### src/rtl/irq_pkg.sv
package irq_pkg;
  typedef enum logic [1:0] {
    TRIG_LOW  = 2'b00,
    TRIG_OFF  = 2'b01,
    TRIG_FALL = 2'b10,
    TRIG_RISE = 2'b11
  } trig_e;

  // each vector slot spans 1 << SLOT_SHIFT bytes
  localparam int SLOT_SHIFT = 2;
endpackage

### src/rtl/irq_rst_sync.sv
module irq_rst_sync #(
  parameter int STAGES = 2
) (
  input  logic clk,
  input  logic rst_n,
  output logic rst_n_sync
);
  logic [STAGES-1:0] sync_q;

  always_ff @(posedge clk or negedge rst_n) begin
    if (!rst_n) sync_q <= '0;
    else        sync_q <= {sync_q[STAGES-2:0], 1'b1};
  end

  assign rst_n_sync = sync_q[STAGES-1];
endmodule

### src/rtl/irq_flag.sv
module irq_flag (
  input  logic clk,
  input  logic rst_n,
  input  logic set,
  input  logic clr,
  output logic q
);
  logic q_d;
  logic q_r;

  always_comb begin
    q_d = q_r;
    if (clr) q_d = 1'b0;
    if (set) q_d = 1'b1;
  end

  always_ff @(posedge clk or negedge rst_n) begin
    if (!rst_n) q_r <= 1'b0;
    else        q_r <= q_d;
  end

  assign q = q_r;
endmodule

### src/rtl/irq_pin_cond.sv
module irq_pin_cond
  import irq_pkg::*;
(
  input  logic       clk,
  input  logic       rst_n,
  input  logic       pin,
  input  logic [1:0] mode,
  input  logic       en,
  input  logic       acc_clr,
  output logic       req
);
  trig_e mode_e;
  logic  pin_q;
  logic  flag_q;
  logic  flag_d;
  logic  edge_hit;

  assign mode_e = trig_e'(mode);

  always_comb begin
    edge_hit = 1'b0;
    case (mode_e)
      TRIG_FALL: edge_hit = pin_q & ~pin;
      TRIG_RISE: edge_hit = ~pin_q & pin;
      default:   edge_hit = 1'b0;
    endcase

    flag_d = flag_q;
    if (acc_clr || !mode[1]) flag_d = 1'b0;
    if (edge_hit)            flag_d = 1'b1;

    case (mode_e)
      TRIG_LOW:             req = en & ~pin;
      TRIG_FALL, TRIG_RISE: req = en & flag_q;
      default:              req = 1'b0;
    endcase
  end

  always_ff @(posedge clk or negedge rst_n) begin
    if (!rst_n) begin
      pin_q  <= 1'b1;
      flag_q <= 1'b0;
    end else begin
      pin_q  <= pin;
      flag_q <= flag_d;
    end
  end
endmodule

### src/rtl/irq_prio_enc.sv
module irq_prio_enc #(
  parameter int N  = 11,
  parameter int VW = 4
) (
  input  logic [N-1:0]  req,
  output logic          any,
  output logic [VW-1:0] num
);
  always_comb begin
    any = 1'b0;
    num = '0;
    for (int k = N - 1; k >= 0; k--) begin
      if (req[k]) begin
        any = 1'b1;
        num = VW'(k + 1);
      end
    end
  end
endmodule

### src/rtl/irq_ctrl.sv
module irq_ctrl
  import irq_pkg::*;
#(
  parameter int N_EXT = 4,
  parameter int N_INT = 6,
  parameter int AW    = 16,
  localparam int N_VEC = 1 + N_EXT + N_INT,
  localparam int VW    = $clog2(N_VEC + 1)
) (
  input  logic               clk,
  input  logic               rst_n,
  input  logic [N_EXT-1:0]   ext_pin,
  input  logic [N_EXT-1:0]   ext_en,
  input  logic [2*N_EXT-1:0] ext_mode,
  input  logic [N_INT-1:0]   int_set,
  input  logic [N_INT-1:0]   int_clr,
  input  logic               rst_src,
  input  logic               gie_set,
  input  logic               gie_clr,
  input  logic               accept,
  input  logic               reti,
  input  logic [AW-1:0]      tbl_base,
  output logic               irq,
  output logic [VW-1:0]      vec_num,
  output logic [AW-1:0]      vec_addr,
  output logic               gie
);
  localparam int EXT_LO = 1;
  localparam int INT_LO = 1 + N_EXT;
  localparam int NCLR   = N_EXT + 1;

  logic            rst_ns;
  logic [N_VEC-1:0] req;
  logic [N_VEC-1:0] masked;
  logic [NCLR-1:0]  acc_clr;
  logic             any;
  logic [VW-1:0]    win_num;
  logic             acc_ok;
  logic             gie_q, gie_d;
  logic [VW-1:0]    vnum_q;
  logic [AW-1:0]    vaddr_q, vaddr_d;

  irq_rst_sync #(.STAGES(2)) u_rsync (
    .clk(clk), .rst_n(rst_n), .rst_n_sync(rst_ns)
  );

  // vector 1: non-maskable reset-class source
  irq_flag u_rst_flag (
    .clk(clk), .rst_n(rst_ns), .set(rst_src), .clr(acc_clr[0]), .q(req[0])
  );

  for (genvar g = 0; g < N_EXT; g++) begin : g_pin
    irq_pin_cond u_pin (
      .clk    (clk),
      .rst_n  (rst_ns),
      .pin    (ext_pin[g]),
      .mode   (ext_mode[2*g +: 2]),
      .en     (ext_en[g]),
      .acc_clr(acc_clr[EXT_LO + g]),
      .req    (req[EXT_LO + g])
    );
  end

  for (genvar g = 0; g < N_INT; g++) begin : g_int
    irq_flag u_int_flag (
      .clk(clk), .rst_n(rst_ns), .set(int_set[g]), .clr(int_clr[g]),
      .q(req[INT_LO + g])
    );
  end

  always_comb begin
    masked    = req & {{(N_VEC - 1){gie_q}}, 1'b1};
  end

  irq_prio_enc #(.N(N_VEC), .VW(VW)) u_enc (
    .req(masked), .any(any), .num(win_num)
  );

  always_comb begin
    acc_ok  = accept & any;
    acc_clr = acc_ok ? (NCLR'(1) << (win_num - VW'(1))) : '0;
    vaddr_d = tbl_base + ((AW'(win_num) - AW'(1)) << SLOT_SHIFT);
    gie_d   = gie_q;
    if (gie_set || reti) gie_d = 1'b1;
    if (gie_clr)         gie_d = 1'b0;
    if (acc_ok)          gie_d = 1'b0;
  end

  always_ff @(posedge clk or negedge rst_ns) begin
    if (!rst_ns) begin
      gie_q   <= 1'b0;
      vnum_q  <= '0;
      vaddr_q <= '0;
    end else begin
      gie_q <= gie_d;
      if (acc_ok) begin
        vnum_q  <= win_num;
        vaddr_q <= vaddr_d;
      end
    end
  end

  assign irq      = any;
  assign vec_num  = vnum_q;
  assign vec_addr = vaddr_q;
  assign gie      = gie_q;
endmodule

### config.mk
export PLATFORM = sky130hd
export DESIGN_NAME = irq_ctrl
export DESIGN_NICKNAME = d
export VERILOG_FILES = /design/src/rtl/irq_pkg.sv /design/src/rtl/irq_rst_sync.sv /design/src/rtl/irq_flag.sv /design/src/rtl/irq_pin_cond.sv /design/src/rtl/irq_prio_enc.sv /design/src/rtl/irq_ctrl.sv
export SDC_FILE = /design/constraint.sdc
export NUM_CORES = 1
export LEC_CHECK = 0
export CAP_MARGIN = 5
export CORE_MARGIN = 5
export CORE_UTILIZATION = 46
export CTS_CLUSTER_SIZE = 16
export DETAILED_ROUTE_END_ITERATION = 6
export PLACE_DENSITY = 0.78
export SLEW_MARGIN = 20
export SYNTH_ARGS = -nofsm -noshare
export SYNTH_HDL_FRONTEND = slang
export SYNTH_SLANG_ARGS = --single-unit
### constraint.sdc
create_clock -name clk -period 2.4 [get_ports clk]
set_clock_uncertainty 0.15 [all_clocks]
set_input_delay 0.24 -clock clk [delete_from_list [all_inputs] [get_ports clk]]
set_output_delay 0.24 -clock clk [all_outputs]
set_load 0.02 [all_outputs]
==> summary.txt <==
Floorplanning
  • Rows: 26
  • DIE WIDTH: 82.9 um
  • Core box area: 5140 um^2
  • # IOs: 73
  • Total Die Area: 6870 um^2
  • Initial Util: 47.5%
  • Die H: 82.9 um

Layout
  • Ant. Diodes: 0
  • Area grow syn2layout: 89.0%
  • Filler cells: 227
  • Layout cell share with drive strength beyond 1: 41.2%
  • Fin cells: 517
  • Nets: 516

Synthesis
  • FFs w/ async S/R, synth: 100%
  • Flop and latch count out of synthesis: 38
  • Register area share after synthesis: 39.1%
  • Largest area contributor in the netlist: dfrtp_1
  • Syn Inst Count: 265
  • Post-Syn Area per Cell: 9.22 um^2
  • Synth area leaders: dfrtp_1 (35%), ha_1 (9.2%), nand2_1 (5.7%), o21ai_0 (5.1%), dfstp_2 (4.3%)
  • Most frequent cell after synthesis: nand2_1
  • Syn. warnings: 0
  • Top-area cell type share of the netlist area: 34.8%
  • Ys flop type: dfrtp_1
  • Synthesized area: 2440 um^2
  • Commonest cells post-synth: nand2_1 (37), dfrtp_1 (34), o21ai_0 (25)
  • Synth Net Count: 335
  • Post-synthesis cell type count: 54
  • Post-synth EDFFs: 0

Global routing
  • Initial antenna violation count: 0
  • Number of global-route vias before repair: 3,014
  • Grt ovf: 0
  • GR Util All Layers: 24.9%
  • First-pass GRT wire length: 14,100 um
  • Largest net degree at the start of global routing: 28

STA
  • Post-route minimum period: 3.74 ns
  • Final WS setup: -1.34 ns
  • RSZ-0062 raised after global routing: yes
  • Final setup vio count: 23
  • F_max: 268 MHz
  • Period utilization: 156%
  • Hold Vio Cnt, Final: 0
  • Worst Max-Slew Pin Slew: 0.567 ns
  • Final Max Slew Viols: 0
  • Slew margin rel.: 62.2%

Pwr
  • Pleak: 0.00210 uW
  • Reg power frac: 28.8%
  • P_int: 1830 uW
  • Max VDD drop: 0.000496 V
  • Sw Ratio: 38.0%
  • Power share of the combinational group: 54.7%
  • Overall Power: 2950 uW
  • Clk pwr share: 16.5%
  • Switching pwr: 1120 uW
  • P per Cell Area: 639 nW/um^2

Critical path
  • Data required, critical path: 2.47 ns
  • Crit end category: flop
  • Arr. time, crit path: 3.81 ns
  • Top delay family on crit path: compound AO/OA/AOI/OAI gates
  • Slowest CP cell: or4_1
  • CP max stage delay: 0.47 ns
  • Most used cell, CP: a21o_1
  • Max FO, Critical Path: 4
  • Crit Path Class: primary input to flop
  • Crit path cell chain: clkdlybuf4s50_1 -> or3_4 -> a21oi_4 -> nor2_1 -> nand3_2 -> a31oi_4 -> inv_2 -> ha_4 -> a21boi_4 -> buf_12 -> ha_1 -> a21o_1 -> a21o_1 -> a21oi_1 -> nor2b_1 -> or4_1 -> a31oi_1
  • Critical path launch point type: primary input
  • WP buf/inv: 3

Clock tree
  • Clock slew at reported path FFs: 0.09 ns
  • Root buffer cell: clkbuf_8
  • Clock Tree Buf Depth: 2
  • Clock Sinks: 38
  • Num CTS Buffers: 5
  • Clk_lat worst skew: 0.31 ns
  • H-tree levels: 2
  • CTS tree: yes

Detailed routing
  • Post-Route WL: 11,700 um
  • Vias per cell: 6.03
  • DRC viols: 0
  • Drt first pass iters: 5
  • Drt wl/cell: 22.7 um
  • DR iter-0 viols: 233
  • DRT antenna net count: 0
  • Via count: 3,119

Placed design
  • Port Buf Inserts: 72
  • RD Place Congestion: 0.860
  • Dpl hpwl: 5500 um
  • Placed cells: 474

Hold path
  • Hold crit path type: flop to async pin

Status
  • Failing checks: setup timing
  • Outcome: finished with violations

Flow run
  • Max_cap viols: 0
-- worst paths after layout --
path	start	to	slack, ns	depth (start not counted)
hold reg to reg	u_rsync.sync_q[1]	g_pin[1].u_pin.flag_q	0.07	0
max in group asynchronous	u_rsync.sync_q[1]	g_pin[0].u_pin.pin_q	1.35	1
hold / removal	u_rsync.sync_q[1]	g_pin[1].u_pin.flag_q	0.07	0
min in group clk	ext_pin[0]	g_pin[0].u_pin.pin_q	0.11	2
setup reg to reg	g_pin[0].u_pin.flag_q	vec_addr[15]	-1.27	15
setup / recovery	ext_mode[5]	vec_addr[15]	-1.34	17
-- metal layers --
layer | routed length (um) | up-vias | global-route usage, %
met5 | 0 | - | 0
met4 | 826 | 0 | 9.96
met3 | 873 | 80 | 5.74
met2 | 5720 | 206 | 45.6
met1 | 4300 | 1516 | 27.7
li1 | - | 1317 | -
-- final cells by class --
type | count | area (um^2) | area share [%]
inverters | 17 | 63.8 | 1.38
flip-flops and latches | 38 | 962 | 20.8
clock buffers | 6 | 82.6 | 1.79
repair buffers | 178 | 1590 | 34.3
well taps | 70 | 87.6 | 1.90
multi-input cells | 206 | 1820 | 39.5
clock inverters | 2 | 12.5 | 0.271
-- cell families (layout without fill, tap and decap cells) --
group	after synthesis	after routing	share of synthesized area, %
AO/OA/AOI/OAI	91	91	26.4
AND/OR/NAND/NOR	84	84	16.3
other	1	1	0.154
multiplexers	1	1	0.461
buffers and inverters	21	203	3.89
flip-flops	38	38	39.1
adder cells (fa/ha/maj)	19	19	10.0
XOR/XNOR	10	10	3.59
-- through the flow --
step	hold slack, ns	utilization [%]	setup TNS (ns)	worst slack, ns	area, um^2
final	0.0745	89.8	-14.45	-1.34	4620
after global routing	0.105	89.8	-16.96	-1.54	4620
after CTS	0.105	83.2	-9.10	-1.07	4280
after detailed placement	0.0958	75.7	-17.48	-1.53	3890
after global placement	0.0827	75.7	-16.27	-1.42	3890
after floorplan	-0.206	-	-7.70	-1.15	2570
-- repair_timing --
item,4_1_cts,5_1_grt
setup endpoints to repair,19,23
pin swaps,37,26
resized for setup,55,35
setup buffers,15,19
hold endpoints to repair,2,0
hold buffers,1,0
-- power by group through the flow --
stage / registers, uW / logic (uW) / clock network, uW
after floorplan: 955 / 494 / 0
after global placement: 839 / 1170 / 0
after detailed placement: 844 / 1190 / 0
after CTS: 833 / 1350 / 479
after global routing: 861 / 1690 / 513
final: 849 / 1610 / 486
-- layout by cell type (no fill, tap or decap), types with 3 or more instances in the layout --
cell type and count:
buf_4 95, xnor2_1 4, buf_12 3, inv_2 3
dlymetal6s2s_1 3, dfrtp_1 29, a21oi_1 7, clkbuf_8 6
o31ai_1 3, o21bai_1 5, inv_1 14, a21oi_2 5
dlygate4sd2_1 5, dfstp_2 4, o21a_1 3, a31oi_1 5
nor2_4 3, o21ai_0 10, nor2b_1 3, o21ai_2 4
ha_4 9, a21oi_4 3, o21ai_4 3, buf_6 8
clkdlybuf4s50_1 63, nor2_1 11, o21ai_1 9, xor2_1 3
nand2_1 37, ha_1 9, a21o_1 10, nor3_1 6
dfrtp_2 5
-- state kept, by name (all words and copies together) (netlist names) --
name                cells
u_rsync.sync_q          2
gie                     1
g_pin.u_pin.pin_q       4
u_rst_flag.q            1
vec_num                 4
vec_addr               16
g_pin.u_pin.flag_q      4
g_int.u_int_flag.q      6
Power figures use the tool's default switching activity.
